`src/rtl/cmpu_pkg.sv`:
```
package cmpu_pkg;
  localparam int unsigned NCH = 3;
  localparam int unsigned CH_SET = 0;
  localparam int unsigned CH_CLR = 1;
  localparam int unsigned CH_TOG = 2;

  typedef enum logic [2:0] {
    SEL_CMP0  = 3'd0,
    SEL_CMP1  = 3'd1,
    SEL_CMP2  = 3'd2,
    SEL_SETEN = 3'd3,
    SEL_CLREN = 3'd4,
    SEL_TOGEN = 3'd5,
    SEL_PORT  = 3'd6,
    SEL_STAT  = 3'd7
  } sel_e;
endpackage

```
`src/rtl/cmpu_regs.sv`:
```
module cmpu_regs
  import cmpu_pkg::*;
#(
  parameter int unsigned TW   = 16,
  parameter int unsigned SR_N = 6,
  parameter int unsigned TG_N = 2
) (
  input  logic                     clk,
  input  logic                     rst_n,
  input  logic                     wr_en,
  input  logic [2:0]               wr_sel,
  input  logic [TW-1:0]            wr_data,
  output logic [NCH-1:0][TW-1:0]   cmp_o,
  output logic [SR_N-1:0]          set_en_o,
  output logic [SR_N-1:0]          clr_en_o,
  output logic [TG_N-1:0]          tog_en_o
);
  logic [NCH-1:0][TW-1:0] cmp_q, cmp_n;
  logic [SR_N-1:0]        set_q, set_n, clr_q, clr_n;
  logic [TG_N-1:0]        tog_q, tog_n;

  always_comb begin
    cmp_n = cmp_q;
    set_n = set_q;
    clr_n = clr_q;
    tog_n = tog_q;
    if (wr_en) begin
      case (sel_e'(wr_sel))
        SEL_CMP0:  cmp_n[0] = wr_data;
        SEL_CMP1:  cmp_n[1] = wr_data;
        SEL_CMP2:  cmp_n[2] = wr_data;
        SEL_SETEN: set_n    = wr_data[SR_N-1:0];
        SEL_CLREN: clr_n    = wr_data[SR_N-1:0];
        SEL_TOGEN: tog_n    = wr_data[TG_N-1:0];
        default:   ;
      endcase
    end
  end

  always_ff @(posedge clk or negedge rst_n) begin
    if (!rst_n) begin
      cmp_q <= '0;
      set_q <= '0;
      clr_q <= '0;
      tog_q <= '0;
    end else if (wr_en) begin
      cmp_q <= cmp_n;
      set_q <= set_n;
      clr_q <= clr_n;
      tog_q <= tog_n;
    end
  end

  assign cmp_o    = cmp_q;
  assign set_en_o = set_q;
  assign clr_en_o = clr_q;
  assign tog_en_o = tog_q;

  AST_REGS_HOLD: assert property (@(posedge clk) disable iff (!rst_n)
    !wr_en |=> ($stable(cmp_q) && $stable(set_q) && $stable(clr_q) && $stable(tog_q)));
endmodule

```
`src/rtl/cmpu_match.sv`:
```
module cmpu_match
  import cmpu_pkg::*;
#(
  parameter int unsigned TW = 16
) (
  input  logic                   clk,
  input  logic                   rst_n,
  input  logic [TW-1:0]          tmr_val,
  input  logic                   tmr_inc,
  input  logic [NCH-1:0][TW-1:0] cmp_i,
  output logic [NCH-1:0]         match_o
);
  logic [NCH-1:0] hit_n;
  logic [NCH-1:0] match_q;

  for (genvar ch = 0; ch < NCH; ch++) begin : g_cmp
    assign hit_n[ch] = tmr_inc && (tmr_val == cmp_i[ch]);
  end

  always_ff @(posedge clk or negedge rst_n) begin
    if (!rst_n) match_q <= '0;
    else        match_q <= hit_n;
  end

  assign match_o = match_q;

  AST_MATCH_NEEDS_INC: assert property (@(posedge clk) disable iff (!rst_n)
    (|match_q) |-> $past(tmr_inc));
endmodule

```
`src/rtl/cmpu_flags.sv`:
```
module cmpu_flags
  import cmpu_pkg::*;
(
  input  logic           clk,
  input  logic           rst_n,
  input  logic [NCH-1:0] match_i,
  input  logic [NCH-1:0] clr_i,
  output logic [NCH-1:0] flag_o,
  output logic           irq_o
);
  logic [NCH-1:0] flag_q, flag_n;

  always_comb begin
    flag_n = (flag_q & ~clr_i) | match_i;
  end

  always_ff @(posedge clk or negedge rst_n) begin
    if (!rst_n) flag_q <= '0;
    else        flag_q <= flag_n;
  end

  assign flag_o = flag_q;
  assign irq_o  = |flag_q;

  AST_FLAG_AFTER_MATCH: assert property (@(posedge clk) disable iff (!rst_n)
    (|match_i) |=> ((flag_q & $past(match_i)) == $past(match_i)));
  AST_FLAG_CLEARED: assert property (@(posedge clk) disable iff (!rst_n)
    (|(clr_i & ~match_i)) |=> ((flag_q & $past(clr_i & ~match_i)) == '0));
endmodule

```
`src/rtl/cmpu_port.sv`:
```
module cmpu_port
  import cmpu_pkg::*;
#(
  parameter int unsigned PW   = 8,
  parameter int unsigned SR_N = 6,
  parameter int unsigned TG_N = 2
) (
  input  logic            clk,
  input  logic            rst_n,
  input  logic [NCH-1:0]  match_i,
  input  logic [SR_N-1:0] set_en_i,
  input  logic [SR_N-1:0] clr_en_i,
  input  logic [TG_N-1:0] tog_en_i,
  input  logic            sw_we_i,
  input  logic [PW-1:0]   sw_val_i,
  output logic [PW-1:0]   port_o,
  output logic [TG_N-1:0] tstat_o
);
  logic [PW-1:0]   port_q, port_n;
  logic [TG_N-1:0] tstat_q, tstat_n;
  logic [PW-1:0]   set_m, clr_m, tog_m, hw_mask, hw_val, base;

  always_comb begin
    set_m   = match_i[CH_SET] ? {{TG_N{1'b0}}, set_en_i} : '0;
    clr_m   = match_i[CH_CLR] ? {{TG_N{1'b0}}, clr_en_i} : '0;
    tog_m   = match_i[CH_TOG] ? {tog_en_i, {SR_N{1'b0}}} : '0;
    hw_mask = set_m | clr_m | tog_m;
    hw_val  = (set_m & ~clr_m) | (tog_m & ~port_q);
    base    = sw_we_i ? sw_val_i : port_q;
    port_n  = (base & ~hw_mask) | (hw_val & hw_mask);
    tstat_n = tstat_q ^ (match_i[CH_TOG] ? tog_en_i : '0);
  end

  always_ff @(posedge clk or negedge rst_n) begin
    if (!rst_n) begin
      port_q  <= '0;
      tstat_q <= '0;
    end else begin
      port_q  <= port_n;
      tstat_q <= tstat_n;
    end
  end

  assign port_o  = port_q;
  assign tstat_o = tstat_q;

  AST_SET_APPLIED: assert property (@(posedge clk) disable iff (!rst_n)
    (|(set_m & ~clr_m)) |=> ((port_q & $past(set_m & ~clr_m)) == $past(set_m & ~clr_m)));
  AST_RESET_WINS: assert property (@(posedge clk) disable iff (!rst_n)
    (|clr_m) |=> ((port_q & $past(clr_m)) == '0));
  AST_TOGGLE_APPLIED: assert property (@(posedge clk) disable iff (!rst_n)
    (|tog_m) |=> ((port_q & $past(tog_m)) == ($past(~port_q) & $past(tog_m))));
  AST_PORT_HOLDS: assert property (@(posedge clk) disable iff (!rst_n)
    (!sw_we_i && (hw_mask == '0)) |=> $stable(port_q));
endmodule

```
`src/rtl/cmpu_top.sv`:
```
module cmpu_top
  import cmpu_pkg::*;
#(
  parameter int unsigned TW   = 16,
  parameter int unsigned PW   = 8,
  parameter int unsigned SR_N = 6
) (
  input  logic           clk,
  input  logic           rst_n,
  input  logic [TW-1:0]  tmr_val,
  input  logic           tmr_inc,
  input  logic           wr_en,
  input  logic [2:0]     wr_sel,
  input  logic [TW-1:0]  wr_data,
  input  logic [2:0]     rd_sel,
  output logic [TW-1:0]  rd_data,
  input  logic [2:0]     flag_clr,
  output logic [PW-1:0]  port_out,
  output logic           irq
);
  localparam int unsigned TG_N = PW - SR_N;

  logic [NCH-1:0][TW-1:0] cmp;
  logic [SR_N-1:0]        set_en, clr_en;
  logic [TG_N-1:0]        tog_en, tstat;
  logic [NCH-1:0]         match, flags;
  logic                   sw_we;

  assign sw_we = wr_en && (sel_e'(wr_sel) == SEL_PORT);

  cmpu_regs #(.TW(TW), .SR_N(SR_N), .TG_N(TG_N)) u_regs (
    .clk(clk), .rst_n(rst_n), .wr_en(wr_en), .wr_sel(wr_sel), .wr_data(wr_data),
    .cmp_o(cmp), .set_en_o(set_en), .clr_en_o(clr_en), .tog_en_o(tog_en)
  );

  cmpu_match #(.TW(TW)) u_match (
    .clk(clk), .rst_n(rst_n), .tmr_val(tmr_val), .tmr_inc(tmr_inc),
    .cmp_i(cmp), .match_o(match)
  );

  cmpu_flags u_flags (
    .clk(clk), .rst_n(rst_n), .match_i(match), .clr_i(flag_clr),
    .flag_o(flags), .irq_o(irq)
  );

  cmpu_port #(.PW(PW), .SR_N(SR_N), .TG_N(TG_N)) u_port (
    .clk(clk), .rst_n(rst_n), .match_i(match), .set_en_i(set_en),
    .clr_en_i(clr_en), .tog_en_i(tog_en), .sw_we_i(sw_we),
    .sw_val_i(wr_data[PW-1:0]), .port_o(port_out), .tstat_o(tstat)
  );

  always_comb begin
    rd_data = '0;
    case (sel_e'(rd_sel))
      SEL_CMP0:  rd_data = cmp[0];
      SEL_CMP1:  rd_data = cmp[1];
      SEL_CMP2:  rd_data = cmp[2];
      SEL_SETEN: rd_data[SR_N-1:0] = set_en;
      SEL_CLREN: rd_data[SR_N-1:0] = clr_en;
      SEL_TOGEN: rd_data[TG_N-1:0] = tog_en;
      SEL_PORT:  rd_data[PW-1:0]   = port_out;
      SEL_STAT:  rd_data[NCH+TG_N-1:0] = {tstat, flags};
      default:   rd_data = '0;
    endcase
  end

  AST_IRQ_FROM_FLAG: assert property (@(posedge clk) disable iff (!rst_n)
    $rose(irq) |-> $past(|match));
endmodule

```
`config.mk`:
```
export PLATFORM = sky130hd
export DESIGN_NAME = cmpu_top
export DESIGN_NICKNAME = d
export VERILOG_FILES = /design/src/rtl/cmpu_pkg.sv /design/src/rtl/cmpu_regs.sv /design/src/rtl/cmpu_match.sv /design/src/rtl/cmpu_flags.sv /design/src/rtl/cmpu_port.sv /design/src/rtl/cmpu_top.sv
export SDC_FILE = /design/constraint.sdc
export NUM_CORES = 1
export LEC_CHECK = 0
export BUFFER_PORTS_ARGS = -buffer_cell sky130_fd_sc_hd__buf_2
export CAP_MARGIN = 20
export CORE_UTILIZATION = 40
export DETAILED_ROUTE_END_ITERATION = 6
export SYNTH_ARGS = -nofsm -noshare
export SYNTH_HDL_FRONTEND = slang
export SYNTH_HIERARCHICAL = 1
export SYNTH_SLANG_ARGS = --single-unit
```
`constraint.sdc`:
```
create_clock -name clk -period 1.2 [get_ports clk]
set_input_delay 0.18 -clock clk [delete_from_list [all_inputs] [get_ports clk]]
set_output_delay 0.18 -clock clk [all_outputs]
set_load 0.05 [all_outputs]
```
==> key figures, run 1 <==
Clock tree
  – Cts bufs inserted: 9
  – H-tree lvl count: 3
  – CTS Sinks: 78
  – Clock root cell: clkbuf_8
  – CTS tree: done
  – Clock-pin slew on the worst setup and hold paths: 0.09 ns
  – Clock tree buffer depth: 2
  – Worst-Skew Late Latency: 0.38 ns

Setup path
  – CP max-delay cell: dfrtp_1
  – Crit-path cells: mux2_2 > a221oi_2 > buf_4 > a311oi_4 > buf_6
  – CP startpoint kind: register
  – Worst Path Arrival: 1.65 ns
  – RR Startpoint: u_regs/cmp_o[2]
  – Crit path max fanout: 2
  – R2R setup slack: -0.37 ns
  – Worst path required time: 1.02 ns
  – Crit-path max cell delay: 0.41 ns
  – Crit path from: u_regs/cmp_o[2]
  – Crit path kind: register to primary output
  – Endpoint class of the critical path: primary output

Worst hold path
  – Min-delay src: wr_data[9]
  – Min-delay worst type: input pin to register

STA
  – Min Tclk post-route: 1.83 ns
  – Final worst-path cycle share: 152%
  – Slew Limit Fails: 0
  – Clock Skew: 0.0109 ns
  – Final setup violation count: 27
  – RSZ-0062 raised after global routing: true
  – Fmax: 0.548 GHz
  – Worst slew pin tran: 0.437 ns
  – Slew margin rel.: 70.9%
  – Hold Fails Final Rpt: 0
  – Setup ws final: -0.626 ns

Floorplan
  – Rows: 37
  – Initial Utilization: 41.5%
  – Core ar.: 0.0104 mm²
  – Die area: 0.0112 mm²
  – Die X: 106 µm
  – I/O pin count: 70
  – Die H: 106 µm

Drt
  – Pre-Repair DR Iteration Count: 4
  – Vias: 3409
  – Vias per cell: 5.19
  – DR DRC count: 0
  – Routed Antenna Nets: 0
  – Initial DRC count: 166
  – Detailed Route WL: 12500 µm
  – Avg WL per Cell: 19.1 µm

Yosys
  – Mapped Avg Cell Area: 12.6 µm²
  – Top_reg_cell synth: dfrtp_1
  – Post-synthesis net count: 386
  – Yosys cell types: 41
  – Ys Warns: 6
  – Share of the yosys chip area belonging to registers: 45.4%
  – EDFF count, synth: 0
  – Synth Instances: 341
  – Asr flop ratio synth: 100%
  – Mapped cell area: 0.00430 mm²
  – Synth Register Bits: 78

Power and ir drop
  – Total internal power: 6760 µW
  – Share of total power in the clock network: 22.1%
  – Logic pwr share: 42.3%
  – Leakage power: 0.00299 µW
  – Switching pwr: 3310 µW
  – Pwr Density: 1510 mW/mm²
  – Sw frac: 32.9%
  – Sequential share of power: 35.6%
  – Max IR drop VDD: 0.824 mV

Layout
  – Nets: 561
  – Post-layout util: 64.2%
  – Share of cells above drive strength 1: 64.7%
  – Total area of sequential cells: 0.00196 mm²
  – Filler Cell Count: 837
  – Area growth syn-to-layout: 54.7%
  – Layout Cells excl Fill: 657
  – Antenna diodes: 0
  – Multi-input gate area: 0.00275 mm²

Placement
  – Post-DP HPWL: 8870 µm
  – Inst Count DP: 613
  – GPL Wtd Cong: 0.799
  – IO buf count: 69

GRT
  – Global-route wire length before repair: 20200 µm
  – Pin count of the biggest net entering global routing: 34
  – Initial antenna violation count: 0
  – GRT overflow: 0
  – Total track usage: 24.4%
  – Vias in the first global route: 3764

Run status
  – Status: complete, but fails checks
  – Violated checks: negative setup slack

Run
  – Max Cap Viol: 0
==> worst max-delay path, delay by kind of cell, from the launching register on <==
family,cells,cell delay [ns]
DFF,1,0.41
buffers and inverters,2,0.32
muxes,1,0.28
AOI/OAI and AO/OA,2,0.27
==> synth_stat cells (all sizes together) (4+ instances only) <==
| cell | n | share of area [%] |
|---|---|---|
| mux2 | 74 | 19 |
| xnor2 | 38 | 7.7 |
| inv | 4 | 0.35 |
| dfrtp | 78 | 45 |
| mux2i | 14 | 3.3 |
| a22oi | 6 | 1.0 |
| nand4 | 9 | 1.3 |
| buf | 16 | 3.7 |
| mux4 | 5 | 3.1 |
| and2b | 5 | 0.90 |
| a21oi | 9 | 1.0 |
| nand2 | 36 | 3.1 |
| nor4 | 6 | 1.3 |
| xor2 | 12 | 2.4 |
==> cell type report <==
| class | instances | area share (%) |
|---|---|---|
| clock buffers | 13 | 2.24 |
| inverters | 4 | 0.263 |
| multi-input cells | 243 | 41.3 |
| clock inverters | 3 | 1.02 |
| well taps | 136 | 2.56 |
| flip-flops and latches | 78 | 29.5 |
| repair buffers | 180 | 23.1 |
==> per-stage QoR <==
step	setup WS (ns)	instance area (µm²)	TNS (ns)	hold slack, ns	total power (µW)
6_report	-0.626	6650	-8.06	0.0631	10100
5_1_grt	-0.686	6650	-9.35	0.0450	10500
4_1_cts	-0.644	6520	-7.92	0.0474	9940
3_5_place_dp	-0.468	5780	-17.74	0.0767	7000
3_3_place_gp	-0.430	5780	-16.11	0.0774	6930
2_1_floorplan	-0.232	4700	-2.29	-0.116	5670
==> final timing paths <==
path | end | cells after the start
hold reg to reg | register | 1
max in group asynchronous | asynchronous set/reset pin | 3
hold / removal | u_regs/cmp_o[41] | 2
min in group asynchronous | u_regs/cmp_o[22] | 2
setup reg to reg | u_match/match_o[0] | 6
setup / recovery | rd_data[2] | 5
==> per-layer routing <==
metal	vias to the layer above	part of all wire, %	GRT usage (%)
met3	13	3.8	5.19
met5	-	0	0
met1	1748	45	32.1
li1	1577	-	-
met2	71	50	39.8
met4	0	1.3	8.23
==> cells in the final DEF (no fill, tap or decap), drive strengths merged, types with 2 or more instances in the layout <==
master	synthesis	final
dfrtp	78	78
a21oi	9	9
a22oi	6	6
bufinv	0	2
nor4bb	3	3
xor2	12	12
and2b	5	5
a21o	3	3
clkbuf	0	13
inv	4	4
mux4	5	5
nand2	36	36
buf	16	179
nor4	6	6
a311oi	2	2
nand4	9	9
nand4b	2	2
mux2	74	74
mux2i	14	14
a221oi	3	3
a211oi	3	3
xnor2	38	38
==> cells by family after synthesis <==
kind of cell / count (synthesis) / share of synthesized area, %
AO/OA/AOI/OAI: 31 / 5.21
XOR/XNOR: 50 / 10.2
buffers and inverters: 20 / 4.01
flip-flops: 78 / 45.4
multiplexers: 93 / 25.7
AND/OR/NAND/NOR: 69 / 9.54
==> power by group through the flow <==
| stage | Sequential, µW | Combinational [µW] | Clock (µW) |
|---|---|---|---|
| after floorplan | 3780 | 1890 | 0 |
| after global placement | 3600 | 3330 | 0 |
| after detailed placement | 3610 | 3380 | 0 |
| after CTS | 3580 | 4090 | 2280 |
| after global routing | 3640 | 4490 | 2380 |
| final | 3590 | 4260 | 2230 |
==> timing repair <==
action                     CTS  global route
setup buffers               17            13
gates resized for setup    112            11
hold endpoints to repair    78             0
hold buffers                 1             0
pin swaps                   29             8
setup endpoints to repair   28            28
gates cloned                 0             0
Note: power is estimated with default switching activity, not from simulation.
==> run 2, diff against run 1 <==
--- a/config.mk
+++ b/config.mk
@@ -5,10 +5,11 @@
 export SDC_FILE = /design/constraint.sdc
 export NUM_CORES = 1
 export LEC_CHECK = 0
-export BUFFER_PORTS_ARGS = -buffer_cell sky130_fd_sc_hd__buf_2
 export CAP_MARGIN = 20
+export CORE_ASPECT_RATIO = 1.5
 export CORE_UTILIZATION = 40
 export DETAILED_ROUTE_END_ITERATION = 6
+export DONT_BUFFER_PORTS = 1
 export SYNTH_ARGS = -nofsm -noshare
 export SYNTH_HDL_FRONTEND = slang
 export SYNTH_HIERARCHICAL = 1
==> run 2 against run 1 <==
  * The run ends with negative hold slack, negative setup slack left
  * Via count decreased by 8.0%
  * Non-clock buffer count decreased by 63
  * Combinational power decreased by 12%
  * Sequential share of layout area increased by 1.1 points
  * Critical endpoint unchanged
  * Highest routed layer unchanged
  * Largest cell class unchanged
==> key figures, run 2 (synthesis gave the netlist of run 1 again) <==
GRT
  – Pin count of the biggest net entering global routing: 79 (was 34)
  – Initial antenna violation count: 0 (unchanged)
  – Vias in the first global route: 3490 (was 3764)
  – GRT overflow: 0 (unchanged)
  – Total track usage: 24.5% (was 24.4%)
  – Global-route wire length before repair: 19500 µm (was 20200 µm)

Placement
  – GPL Wtd Cong: 0.763 (was 0.799)
  – IO buf count: 0 (was 69)
  – Inst Count DP: 547 (was 613)
  – Post-DP HPWL: 8620 µm (was 8870 µm)

Setup path
  – Worst path required time: 1.02 ns (about the same)
  – Crit path kind: register to primary output (unchanged)
  – RR Startpoint: u_regs/cmp_o[2] (unchanged)
  – R2R setup slack: -0.41 ns (was -0.37 ns)
  – Endpoint class of the critical path: primary output (unchanged)
  – Crit path max fanout: 2 (unchanged)
  – Worst r2r dst: u_match/match_o[0] (unchanged)
  – Worst Path Arrival: 1.59 ns (was 1.65 ns)
  – R2r worst-path depth: 7 (was 6)
  – CP startpoint kind: register (unchanged)

Clock tree
  – CTS Sinks: 78 (unchanged)
  – Clock root cell: clkbuf_16 (was clkbuf_8)
  – Cts bufs inserted: 9 (unchanged)
  – Clock-pin slew on the worst setup and hold paths: 0.06 ns (was 0.09 ns)
  – H-tree lvl count: 3 (unchanged)
  – CTS tree: done (unchanged)
  – Clock tree buffer depth: 2 (unchanged)
  – Hold-fix buffers, CTS: 19 (was 1)
  – Worst-Skew Late Latency: 0.34 ns (was 0.38 ns)

Floorplan
  – Die H: 129 µm (was 106 µm)
  – Initial Utilization: 40.8% (was 41.5%)
  – Core ar.: 0.0105 mm² (was 0.0104 mm²)
  – Die X: 86.7 µm (was 106 µm)
  – I/O pin count: 70 (unchanged)
  – Die area: 0.0112 mm² (about the same)
  – Rows: 46 (was 37)

STA
  – Hold_ws: -0.475 ns (was 0.0631 ns)
  – Final setup violation count: 20 (was 27)
  – Fmax: 0.563 GHz (was 0.548 GHz)
  – Slew Limit Fails: 0 (unchanged)
  – Setup TNS: -6.98 ns (was -8.06 ns)
  – Slew margin rel.: 58.3% (was 70.9%)
  – Hold Fails Final Rpt: 78 (was 0)
  – Min Tclk post-route: 1.77 ns (was 1.83 ns)
  – Clock Skew: 0.00744 ns (was 0.0109 ns)
  – Worst slew pin tran: 0.627 ns (was 0.437 ns)
  – Setup ws final: -0.575 ns (was -0.626 ns)
  – RSZ-0062 raised after global routing: true (unchanged)
  – Final worst-path cycle share: 148% (was 152%)

Layout
  – Nets: 498 (was 561)
  – Post-layout util: 60.8% (was 64.2%)
  – Share of cells above drive strength 1: 55.5% (was 64.7%)
  – Area growth syn-to-layout: 48.9% (was 54.7%)
  – Antenna diodes: 0 (unchanged)
  – Most frequent cells in the layout: buf_4 (70), dfrtp_1 (70), mux2_4 (41) (was buf_4 (87), dfrtp_1 (70), buf_2 (42))
  – Layout Cells excl Fill: 602 (was 657)

Drt
  – Initial DRC count: 106 (was 166)
  – Pre-Repair DR Iteration Count: 6 (was 4)
  – DR DRC count: 0 (unchanged)
  – Vias: 3135 (was 3409)
  – Routed Antenna Nets: 0 (unchanged)
  – Vias per cell: 5.21 (was 5.19)
  – Avg WL per Cell: 21.2 µm (was 19.1 µm)
  – Detailed Route WL: 12800 µm (was 12500 µm)

Worst hold path
  – Min-delay worst type: input pin to asynchronous set/reset pin (was input pin to register)

Run status
  – Violated checks: negative hold slack, negative setup slack (was negative setup slack)
  – Status: complete, but fails checks (unchanged)

Power and ir drop
  – Overall Power: 10300 µW (was 10100 µW)
  – Leakage power: 0.00276 µW (was 0.00299 µW)
  – Pwr Density: 1610 mW/mm² (was 1510 mW/mm²)
  – Max IR drop VDD: 0.928 mV (was 0.824 mV)

Run
  – Max Cap Viol: 0 (unchanged)
-- run 2: worst max path at each step --
stage	depth (start not counted)	to	slack, ns	startpoint
floorplan	2	rd_data[4]	-0.23	register
global placement	5	rd_data[2]	-0.29	u_regs/cmp_o[2]
detailed placement	5	rd_data[2]	-0.31	u_regs/cmp_o[2]
CTS	5	rd_data[2]	-0.59	u_regs/clr_en_o[2]
global route	5	rd_data[2]	-0.65	u_regs/cmp_o[2]
finish	5	rd_data[2]	-0.57	u_regs/clr_en_o[2]
-- run 2: power breakdown --
group          total (µW)  leakage (µW)  internal [µW]  switching (µW)
sequential           3530      0.000939           3170             366
clock                3030      0.000163           1930            1100
combinational        3770       0.00166           2130            1630
-- run 2: cell type report --
type	instances	area, µm²
Inverter	4	17.5
Fill cell	868	4130
Timing Repair Buffer	117	1200
Tap cell	144	180
Clock buffer	12	256
Multi-Input combinational cell	243	2720
Clock inverter	4	70.1
Sequential cell	78	1960
-- run 2: worst max-delay path: stages, from the launching register on --
cell and delay, ns:
dfrtp_1 0.38, mux2_2 0.27, a221oi_2 0.24, buf_4 0.16
a311oi_4 0.04, buf_12 0.17
-- run 2: what timing repair did --
| item | CTS | global route |
|---|---|---|
| pin swaps | 26 | 11 |
| setup buffers | 18 | 3 |
| endpoints found under the setup margin | 20 | 21 |
| endpoints found under the hold margin | 144 | 78 |
| cloned | 0 | 0 |
| gates resized for setup | 46 | 7 |
-- run 2: metrics by stage --
stage	area, µm²	setup slack [ns]
6_report	6400	-0.575
2_1_floorplan	4700	-0.232
5_1_grt	6400	-0.653
4_1_cts	6350	-0.593
3_5_place_dp	5530	-0.310
3_3_place_gp	5530	-0.295
-- run 2: routing by layer --
layer	up-vias	part of all wire [%]	global-route usage (%)
met5	-	0	0
met4	0	2.5	10.6
met3	19	4.6	6.82
met2	66	53	42.6
met1	1599	40	28.1
li1	1451	-	-
==> run 3, diff against run 2 <==
--- a/config.mk
+++ b/config.mk
@@ -6,10 +6,13 @@
 export NUM_CORES = 1
 export LEC_CHECK = 0
 export CAP_MARGIN = 20
+export CELL_PAD_IN_SITES_DETAIL_PLACEMENT = 0
+export CELL_PAD_IN_SITES_GLOBAL_PLACEMENT = 1
 export CORE_ASPECT_RATIO = 1.5
 export CORE_UTILIZATION = 40
 export DETAILED_ROUTE_END_ITERATION = 6
 export DONT_BUFFER_PORTS = 1
+export PLACE_DENSITY_LB_ADDON = 0.1
 export SYNTH_ARGS = -nofsm -noshare
 export SYNTH_HDL_FRONTEND = slang
 export SYNTH_HIERARCHICAL = 1
==> constraint.sdc (replaced) <==
create_clock -name clk -period 2.1 [get_ports clk]
set_input_delay 0.315 -clock clk [delete_from_list [all_inputs] [get_ports clk]]
set_output_delay 0.315 -clock clk [all_outputs]
set_load 0.05 [all_outputs]
==> run 3 against run 2 <==
  * The flow finishes with violations (negative hold slack)
  * Power down 52%
  * Wire length fell by 8.3%
  * First-iteration DRC count increased by 42%
  * Global-route usage decreased by 1.6 points
  * Via count fell by 11%
  * Non-clock buffer count shrank 92
  * Largest power group is now sequential cells
==> key figures, run 3 (synthesis gave the netlist of run 1 again) <==
Clock tree
  – Worst-Skew Late Latency: 0.34 ns (about the same)
  – Post-cts resize count: 0 (was 46)
  – CTS Sinks: 78 (unchanged)
  – Setup Buffers After CTS: 0 (was 18)
  – Cts bufs inserted: 9 (unchanged)
  – Clock tree buffer depth: 2 (unchanged)
  – H-tree lvl count: 3 (unchanged)
  – Clock root cell: clkbuf_16 (unchanged)
  – Clock-pin slew on the worst setup and hold paths: 0.06 ns (about the same)
  – CTS tree: done (unchanged)

Floorplan
  – Core ar.: 0.0105 mm² (unchanged)
  – Rows: 46 (unchanged)
  – Die X: 86.7 µm (unchanged)
  – Initial Utilization: 40.8% (unchanged)
  – Die area: 0.0112 mm² (unchanged)
  – I/O pin count: 70 (unchanged)
  – Die H: 129 µm (unchanged)

Drt
  – Vias per cell: 5.48 (was 5.21)
  – Routed Antenna Nets: 0 (unchanged)
  – Detailed Route WL: 11700 µm (was 12800 µm)
  – Vias: 2795 (was 3135)
  – Initial DRC count: 150 (was 106)
  – Avg WL per Cell: 23.0 µm (was 21.2 µm)
  – DR DRC count: 0 (unchanged)
  – Pre-Repair DR Iteration Count: 4 (was 6)

Placement
  – Pre-CTS setup slack: 0.421 ns (was -0.310 ns)
  – IO buf count: 0 (unchanged)
  – GPL Wtd Cong: 0.763 (about the same)
  – Post-DP HPWL: 8000 µm (was 8620 µm)
  – Inst Count DP: 494 (was 547)

GRT
  – Total track usage: 22.9% (was 24.5%)
  – Vias in the first global route: 2990 (was 3490)
  – Global-route wire length before repair: 18100 µm (was 19500 µm)
  – GRT overflow: 0 (unchanged)
  – Initial antenna violation count: 0 (unchanged)
  – Pin count of the biggest net entering global routing: 79 (unchanged)

Worst hold path
  – Min-delay worst type: input pin to asynchronous set/reset pin (unchanged)

Setup path
  – R2R setup slack: 0.66 ns (was -0.41 ns)
  – Crit-path max cell delay: 0.45 ns (was 0.38 ns)
  – Worst Path Arrival: 1.74 ns (was 1.59 ns)
  – Endpoint class of the critical path: primary output (unchanged)
  – Crit path max fanout: 3 (was 2)
  – Crit-path cells: mux2_2 > a221oi_1 > a311oi_2 > buf_4 (was mux2_2 > a221oi_2 > buf_4 > a311oi_4 > buf_12)
  – CP max-delay cell: dfrtp_1 (unchanged)
  – Crit path kind: register to primary output (unchanged)
  – CP startpoint kind: register (unchanged)
  – Worst path required time: 1.78 ns (was 1.02 ns)
  – CP bufs+invs: 1 (was 2)
  – Stages on worst setup path: 4 (was 5)
  – R2r worst-path depth: 4 (was 7)
  – Worst path top cell family by delay: compound AO/OA/AOI/OAI gates (was flip-flops)

STA
  – Clock Skew: 0.00533 ns (was 0.00744 ns)
  – Fmax: 0.486 GHz
  – RSZ-0062 raised after global routing: false (was true)
  – Final setup violation count: 0 (was 20)
  – Final worst-path cycle share: 97.9%
  – Slew Limit Fails: 0 (unchanged)
  – Slew margin rel.: 66.3% (was 58.3%)
  – Hold_ws: -0.326 ns (was -0.475 ns)
  – Worst slew pin tran: 0.503 ns (was 0.627 ns)
  – Setup TNS: 0 ns (was -6.98 ns)
  – Min Tclk post-route: 2.06 ns
  – Setup ws final: 0.0439 ns (was -0.575 ns)
  – Hold Fails Final Rpt: 78 (unchanged)

Run
  – Max Cap Viol: 0 (unchanged)

Run status
  – Status: complete, but fails checks (unchanged)
  – Violated checks: negative hold slack (was negative hold slack, negative setup slack)

Layout
  – Area growth syn-to-layout: 13.5% (was 48.9%)
  – Layout Cells excl Fill: 510 (was 602)
  – Antenna diodes: 0 (unchanged)
  – Nets: 406 (was 498)
  – Most common cell after layout, fill and taps aside: dfrtp_1
  – Share of cells above drive strength 1: 32.2% (was 55.5%)
  – Most frequent cells in the layout: dfrtp_1 (78), mux2_2 (64), xnor2_1 (38) (was buf_4 (70), dfrtp_1 (70), mux2_4 (41))

Power and ir drop
  – Overall Power: 4980 µW (was 10300 µW)
  – Pwr Density: 1020 mW/mm² (was 1610 mW/mm²)
  – Max IR drop VDD: 0.450 mV (was 0.928 mV)
  – Leakage power: 0.00204 µW (was 0.00276 µW)
==> run 3: cell count changes in the layout (fill, tap and decap cells not counted), sizes merged <==
| cell | before | now |
|---|---|---|
| buf | 98 | 25 |
| dlygate4sd3 | 19 | 0 |
==> run 3: path summary, 6_finish.rpt <==
path	start	endpoint
setup / recovery	u_regs/cmp_o[2]	rd_data[2]
hold / removal	rst_n	u_flags/flag_o[1]
setup reg to reg	u_regs/cmp_o[34]	u_match/match_o[2]
hold reg to reg	u_port/tstat_o[1]	u_port/tstat_o[1]
max in group asynchronous	rst_n	asynchronous set/reset pin
min in group clk	tmr_inc	u_match/match_o[0]
==> run 3: layer usage <==
| metal | global-route usage, % | vias to the layer above | share of wire (%) |
|---|---|---|---|
| li1 | - | 1281 | - |
| met1 | 27.9 | 1443 | 42 |
| met2 | 39.8 | 55 | 53 |
| met3 | 3.38 | 16 | 3.2 |
| met4 | 11.0 | 0 | 2.5 |
| met5 | 0 | - | 0 |
==> run 3: area by class of cell <==
class	count	area (µm²)
fill	987	5650
multi-input combinational	243	2230
clock inverter	4	70.1
tap	144	180
timing repair buffer	25	188
sequential	78	1950
inverter	4	15.0
clock buffer	12	246
==> run 3: worst reg2reg max path, delay by kind of cell (launching register included) <==
kind	cells	cell delay, ns
XOR/XNOR	1	0.16
flip-flops	1	0.42
AND/OR/NAND/NOR	3	0.75
==> run 3: power by group <==
group | internal, µW | leakage, µW | switching [µW]
clock network | 1070 | 0.000157 | 618
registers | 1800 | 0.000946 | 321
logic | 585 | 0.000936 | 582
total | 3460 | 0.00204 | 1520
==> run 3: per-stage QoR <==
stage               cell area (µm²)  util [%]
finish                         4880      46.3
global route                   4880      46.3
CTS                            4880      46.3
detailed placement             4560      43.3
global placement               4560      43.3
floorplan                      4310         -
